### src/rtl/refresh_sched_pkg.sv
package refresh_sched_pkg;

  typedef enum logic [1:0] {
    CMD_INHIBIT  = 2'd0,
    CMD_NOP      = 2'd1,
    CMD_PRE_ALL  = 2'd2,
    CMD_AUTO_REF = 2'd3
  } sdramCmd_e;

  typedef struct packed {
    logic      takeGrant;
    logic      loadRp;
    logic      loadRfc;
    logic      countRef;
    sdramCmd_e cmd;
  } ctrlStrobe_t;

endpackage

### src/rtl/refresh_sched_ctrl.sv
module refresh_sched_ctrl
  import refresh_sched_pkg::*;
(
  input  logic        clk,
  input  logic        rstN,
  input  logic        busGrant,
  input  logic        pendingAny,
  input  logic        waitDone,
  input  logic        lastRefresh,
  output ctrlStrobe_t strobe,
  output logic        busy,
  output logic        busReq
);

  typedef enum logic [2:0] {
    ST_IDLE, ST_REQ, ST_PRE, ST_RP_WAIT, ST_REF, ST_RFC_WAIT
  } state_e;

  state_e state, stateNext;

  always_ff @(posedge clk or negedge rstN) begin
    if (!rstN) state <= ST_IDLE;
    else       state <= stateNext;
  end

  always_comb begin
    stateNext = state;
    strobe    = '{takeGrant: 1'b0, loadRp: 1'b0, loadRfc: 1'b0,
                  countRef: 1'b0, cmd: CMD_INHIBIT};
    unique case (state)
      ST_IDLE: begin
        if (pendingAny) stateNext = ST_REQ;
      end
      ST_REQ: begin
        if (busGrant) begin
          strobe.takeGrant = 1'b1;
          stateNext        = ST_PRE;
        end
      end
      ST_PRE: begin
        strobe.cmd    = CMD_PRE_ALL;
        strobe.loadRp = 1'b1;
        stateNext     = ST_RP_WAIT;
      end
      ST_RP_WAIT: begin
        strobe.cmd = CMD_NOP;
        if (waitDone) stateNext = ST_REF;
      end
      ST_REF: begin
        strobe.cmd      = CMD_AUTO_REF;
        strobe.loadRfc  = 1'b1;
        strobe.countRef = 1'b1;
        stateNext       = ST_RFC_WAIT;
      end
      ST_RFC_WAIT: begin
        strobe.cmd = CMD_NOP;
        if (waitDone) stateNext = lastRefresh ? ST_IDLE : ST_REF;
      end
      default: stateNext = ST_IDLE;
    endcase
  end

  assign busy   = (state != ST_IDLE);
  assign busReq = busy;

endmodule

### src/rtl/refresh_sched_dp.sv
module refresh_sched_dp
  import refresh_sched_pkg::*;
#(
  parameter int IVL_W       = 11,
  parameter int LEN_W       = 13,
  parameter int T_RP        = 3,
  parameter int T_RFC       = 10,
  parameter int MAX_PENDING = 8
) (
  input  logic              clk,
  input  logic              rstN,
  input  logic [IVL_W-1:0]  refreshInterval,
  input  logic              burstMode,
  input  logic [LEN_W-1:0]  burstLen,
  input  ctrlStrobe_t       strobe,
  output logic              pendingAny,
  output logic              waitDone,
  output logic              lastRefresh,
  output logic              csN,
  output logic              rasN,
  output logic              casN,
  output logic              weN,
  output logic              a10,
  output logic              overflow
);

  localparam int PEND_W   = $clog2(MAX_PENDING + 1);
  localparam int WAIT_MAX = (T_RP > T_RFC) ? T_RP : T_RFC;
  localparam int WAIT_W   = $clog2(WAIT_MAX + 1);
  localparam logic [PEND_W-1:0] PEND_FULL = PEND_W'(MAX_PENDING);
  localparam logic [WAIT_W-1:0] RP_LOAD   = WAIT_W'(T_RP - 2);
  localparam logic [WAIT_W-1:0] RFC_LOAD  = WAIT_W'(T_RFC - 2);

  logic [IVL_W-1:0]  intervalCnt;
  logic              tick;
  logic [PEND_W-1:0] pendingCnt;
  logic [WAIT_W-1:0] waitCnt;
  logic [LEN_W-1:0]  refsLeft;
  logic [LEN_W-1:0]  refsLoad;

  // interval counter: restart at or past the programmed limit
  assign tick = (refreshInterval != '0) &&
                (intervalCnt >= (refreshInterval - IVL_W'(1)));

  always_ff @(posedge clk or negedge rstN) begin
    if (!rstN)                                  intervalCnt <= '0;
    else if (refreshInterval == '0 || tick)     intervalCnt <= '0;
    else                                        intervalCnt <= intervalCnt + IVL_W'(1);
  end

  // pending request count with sticky loss flag
  always_ff @(posedge clk or negedge rstN) begin
    if (!rstN) begin
      pendingCnt <= '0;
      overflow   <= 1'b0;
    end else if (tick && !strobe.takeGrant) begin
      if (pendingCnt == PEND_FULL) overflow   <= 1'b1;
      else                         pendingCnt <= pendingCnt + PEND_W'(1);
    end else if (!tick && strobe.takeGrant) begin
      pendingCnt <= pendingCnt - PEND_W'(1);
    end
  end

  assign pendingAny = (pendingCnt != '0);

  // recovery timer shared by tRP and tRFC waits
  always_ff @(posedge clk or negedge rstN) begin
    if (!rstN)                 waitCnt <= '0;
    else if (strobe.loadRp)    waitCnt <= RP_LOAD;
    else if (strobe.loadRfc)   waitCnt <= RFC_LOAD;
    else if (waitCnt != '0)    waitCnt <= waitCnt - WAIT_W'(1);
  end

  assign waitDone = (waitCnt == '0);

  // refreshes left in the current sequence, captured at grant
  assign refsLoad = !burstMode        ? LEN_W'(1) :
                    (burstLen == '0)  ? LEN_W'(1) : burstLen;

  always_ff @(posedge clk or negedge rstN) begin
    if (!rstN)                                    refsLeft <= '0;
    else if (strobe.takeGrant)                    refsLeft <= refsLoad;
    else if (strobe.countRef && refsLeft != '0)   refsLeft <= refsLeft - LEN_W'(1);
  end

  assign lastRefresh = (refsLeft == '0);

  // command pin decode
  always_comb begin
    unique case (strobe.cmd)
      CMD_NOP:      {csN, rasN, casN, weN, a10} = 5'b0111_0;
      CMD_PRE_ALL:  {csN, rasN, casN, weN, a10} = 5'b0010_1;
      CMD_AUTO_REF: {csN, rasN, casN, weN, a10} = 5'b0001_0;
      default:      {csN, rasN, casN, weN, a10} = 5'b1111_0;
    endcase
  end

endmodule

### src/rtl/refresh_sched.sv
module refresh_sched
  import refresh_sched_pkg::*;
#(
  parameter int IVL_W       = 11,
  parameter int LEN_W       = 13,
  parameter int T_RP        = 3,
  parameter int T_RFC       = 10,
  parameter int MAX_PENDING = 8
) (
  input  logic              clk,
  input  logic              rstN,
  input  logic [IVL_W-1:0]  refreshInterval,
  input  logic              burstMode,
  input  logic [LEN_W-1:0]  burstLen,
  input  logic              busGrant,
  output logic              busReq,
  output logic              busy,
  output logic              csN,
  output logic              rasN,
  output logic              casN,
  output logic              weN,
  output logic              a10,
  output logic              overflow
);

  ctrlStrobe_t strobe;
  logic        pendingAny;
  logic        waitDone;
  logic        lastRefresh;

  refresh_sched_ctrl u_ctrl (
    .clk         (clk),
    .rstN        (rstN),
    .busGrant    (busGrant),
    .pendingAny  (pendingAny),
    .waitDone    (waitDone),
    .lastRefresh (lastRefresh),
    .strobe      (strobe),
    .busy        (busy),
    .busReq      (busReq)
  );

  refresh_sched_dp #(
    .IVL_W       (IVL_W),
    .LEN_W       (LEN_W),
    .T_RP        (T_RP),
    .T_RFC       (T_RFC),
    .MAX_PENDING (MAX_PENDING)
  ) u_dp (
    .clk             (clk),
    .rstN            (rstN),
    .refreshInterval (refreshInterval),
    .burstMode       (burstMode),
    .burstLen        (burstLen),
    .strobe          (strobe),
    .pendingAny      (pendingAny),
    .waitDone        (waitDone),
    .lastRefresh     (lastRefresh),
    .csN             (csN),
    .rasN            (rasN),
    .casN            (casN),
    .weN             (weN),
    .a10             (a10),
    .overflow        (overflow)
  );

endmodule

### config.mk
export PLATFORM = sky130hd
export DESIGN_NAME = refresh_sched
export DESIGN_NICKNAME = d
export VERILOG_FILES = /design/src/rtl/refresh_sched_pkg.sv /design/src/rtl/refresh_sched_ctrl.sv /design/src/rtl/refresh_sched_dp.sv /design/src/rtl/refresh_sched.sv
export SDC_FILE = /design/constraint.sdc
export NUM_CORES = 1
export LEC_CHECK = 0
export BUFFER_PORTS_ARGS = -buffer_cell sky130_fd_sc_hd__buf_2
export CAP_MARGIN = 5
export CORE_MARGIN = 1.5
export CORE_UTILIZATION = 60
export DETAILED_ROUTE_END_ITERATION = 8
export PLACE_DENSITY = 0.85
export SYNTH_ARGS = -nofsm -noshare
export SYNTH_HDL_FRONTEND = slang
export SYNTH_SLANG_ARGS = --single-unit
### constraint.sdc
create_clock -name clk -period 7.6 [get_ports clk]
set_input_delay 0.76 -clock clk [delete_from_list [all_inputs] [get_ports clk]]
set_output_delay 0.76 -clock clk [all_outputs]
set_load 0.03 [all_outputs]
==> qor.yml <==
critical_path:
  crit_start: "refreshInterval[2]"
  cp.required_ps: 7820
  reg2reg_slack_ps: 4560
  crit_arrival_ps: 4210
  r2r_cells: 12
  cp-start-kind: "input pin"
  endpoint: "u_dp.pendingCnt[3]$_DFFE_PN0P_"
  r2r_start: "u_dp.intervalCnt[5]$_DFF_PN0_"
  worstPathMaxFanout: 4
  endpoint_kind: "flip-flop"
  worstSetupPathType: "input pin to flip-flop"
  reg2reg_to: "u_dp.pendingCnt[3]$_DFFE_PN0P_"
sta:
  min_period_ps: 3990
  finalSetupViolations: 0
  tightest_slew_ps: 825
  hold_viol: 0
  fin_crit_sh_pct: 52.5
  rsz0062_at_grt: "no"
  whs_ps: 504
  slew_viol_final: 0
  timing.fmax_mhz: 251
  tns_ps: 0
  skew_ps: 6.21
  relSlewSlack_pct: 44.9
placement:
  gp_congestion: 0.862
  dp_hpwl_um: 3610
  portBuffers: 35
clock_tree:
  path_clk_slew_ps: 70
  cts_tree: "built"
  cts-root-buf: "clkbuf_8"
  cts_resized: 0
  worstSkewPairLatency_ps: 290
  cts-hold-fix-buffers: 0
  numCtsBuffers: 5
  max-clock-path-buffers: 2
  cts_setup_buffers: 0
  htree_levels: 2
  cts.sinks: 36
global_route:
  grt_max_degree: 37
  grt-ovfl-total: 0
  first_global_vias: 2012
  track_usage_pct: 25.0
  grt_pass1_wl_um: 8400
  antenna_found_initial: 0
power:
  vdd_drop_max_mv: 0.233
  p_per_area_nw_per_um2: 243
  power.leakage_nw: 1.25
synth:
  async_flop_share_pct: 100
  synthesis.area_sq_um: 2400
  synth_warnings: 0
  avgSynthCellArea_sq_um: 8.92
  ys.flop_type: "dfrtp_1"
  netlist_instances: 269
  synth_cell_types: 40
  ys_seq_elements: 36
  ys_seq_area_share_pct: 37.6
  synth_edf_count: 0
  synth_nets: 316
routing:
  drc: 0
  via_count: 2009
  route.met3.wl_um: 194
  wl_met1_um: 2190
  wirelength_um: 4810
  topRoutingLayerUsed: "met4"
  viasPerCell: 5.68
  detail-route-antenna-nets: 0
  initialDrtViolationCount: 124
  wl_per_cell_um: 13.6
  first_pass_iters: 4
  wl_met2_um: 2350
final_layout:
  final_cell_mix: "dfrtp_1 (36), buf_2 (35), nand2_1 (26)"
  syn2layout_area_growth_pct: 15.2
  final_common_cell: "dfrtp_1"
  n_fill_cell: 296
  drive_above_1_share_pct: 16.7
  diodes: 0
  seq_area_sq_um: 901
  final_nets: 352
  multiInputGateArea_sq_um: 1410
die:
  die_w_um: 66.2
  initial_core_util_pct: 64.1
  pin_count: 36
  rows: 22
  dieArea_sq_um: 4390
  fp.coreArea_sq_um: 3740
  die_h_um: 66.2
outcome:
  outcome: "finished clean"
hold_path:
  worst_hold_path_type: "flip-flop to flip-flop"
job:
  drv.max_cap_violation_count: 0
==> synth_stat cells, drive strengths merged (2+ instances only) <==
| library cell | count | area, sq um |
|---|---|---|
| dfrtp | 36 | 901 |
| nand2 | 26 | 97.6 |
| nor2 | 23 | 86.3 |
| nand3 | 21 | 105 |
| ha | 18 | 225 |
| o21ai | 16 | 91.3 |
| xnor2 | 16 | 140 |
| a21oi | 15 | 75.1 |
| inv | 15 | 56.3 |
| xor2 | 15 | 131 |
| nor3 | 13 | 65.1 |
| and3 | 7 | 43.8 |
| nor4 | 6 | 43.8 |
| or3 | 4 | 30.0 |
| buf | 3 | 17.5 |
| clkbuf | 3 | 11.3 |
| mux2 | 3 | 33.8 |
| mux2i | 3 | 30.0 |
| nor3b | 3 | 22.5 |
| o211ai | 3 | 22.5 |
| a21o | 2 | 15.0 |
| and2 | 2 | 12.5 |
| nand4 | 2 | 12.5 |
| o31ai | 2 | 15.0 |
==> through the flow <==
| stage | std cells | power [mW] | utilization [%] | setup WS, ps | instance area [sq um] |
|---|---|---|---|---|---|
| 3_5_place_dp | 346 | 0.440 | 69.6 | 3280 | 2610 |
| 6_report | 354 | 0.672 | 73.8 | 3610 | 2760 |
| 4_1_cts | 354 | 0.676 | 73.8 | 3600 | 2760 |
| 3_3_place_gp | 346 | 0.433 | 69.6 | 3470 | 2610 |
| 2_1_floorplan | 269 | 0.387 | - | 3750 | 2400 |
| 5_1_grt | 354 | 0.715 | 73.8 | 3280 | 2760 |
==> state kept, by name, summed over array words and instances (netlist names) <==
signal            cells
u_dp.refsLeft        13
u_ctrl.state          3
u_dp.overflow         1
u_dp.intervalCnt     11
u_dp.pendingCnt       4
u_dp.waitCnt          4
==> worst max-delay path, cell delays in order <==
cell,delay [ps]
buf_2,120
nor3_1,320
nand3_1,150
or3_4,390
and2_1,150
ha_1,290
nand2_1,80
nor3_1,390
o21ai_4,140
nand2b_1,240
ha_1,310
a21o_1,150
a21oi_1,190
nand2_1,100
mux2_2,310
mux2i_1,110
==> routing by layer <==
metal	GRT usage, %	vias to the layer above
li1	-	1023
met4	8.67	0
met5	0	-
met3	4.77	9
met1	30.2	934
met2	44.1	43
==> kinds of logic (layout without fill, tap and decap cells) <==
logic type      count (synthesis)  in the layout  synth area share [%]
simple gates                  111            111                  22.8
compound gates                 45             45                  11.9
flops                          36             36                  37.6
xor+xnor                       31             31                  11.3
buf+inv                        21             58                  3.55
fa+ha+maj                      19             19                  10.2
mux                             6              6                  2.66
==> worst min-delay path by stage <==
| stage | from | to | cells after the start |
|---|---|---|---|
| global route | u_dp.overflow$_DFFE_PN0P_ | u_dp.overflow$_DFFE_PN0P_ | 1 |
| global placement | u_dp.overflow$_DFFE_PN0P_ | u_dp.overflow$_DFFE_PN0P_ | 1 |
| detailed placement | u_dp.overflow$_DFFE_PN0P_ | u_dp.overflow$_DFFE_PN0P_ | 1 |
| finish | u_dp.overflow$_DFFE_PN0P_ | u_dp.overflow$_DFFE_PN0P_ | 1 |
| CTS | u_dp.overflow$_DFFE_PN0P_ | u_dp.overflow$_DFFE_PN0P_ | 1 |
| floorplan | rstN | u_ctrl.state[0]$_DFFE_PN0P_ | 0 |
==> area by class of cell <==
| type | instances | area share [%] |
|---|---|---|
| sequential | 36 | 32.6 |
| tap | 48 | 2.17 |
| clock inverter | 3 | 3.26 |
| timing repair buffer | 35 | 6.34 |
| clock buffer | 5 | 2.49 |
| inverter | 15 | 2.04 |
| multi-input combinational | 212 | 51.1 |
==> report_power, final <==
part,leakage [nW],switching [mW],internal (mW)
clock,0.0784,0.0709,0.164
sequential,0.421,0.0408,0.224
combinational,0.748,0.0875,0.0843
(Power assumes the default switching activity.)
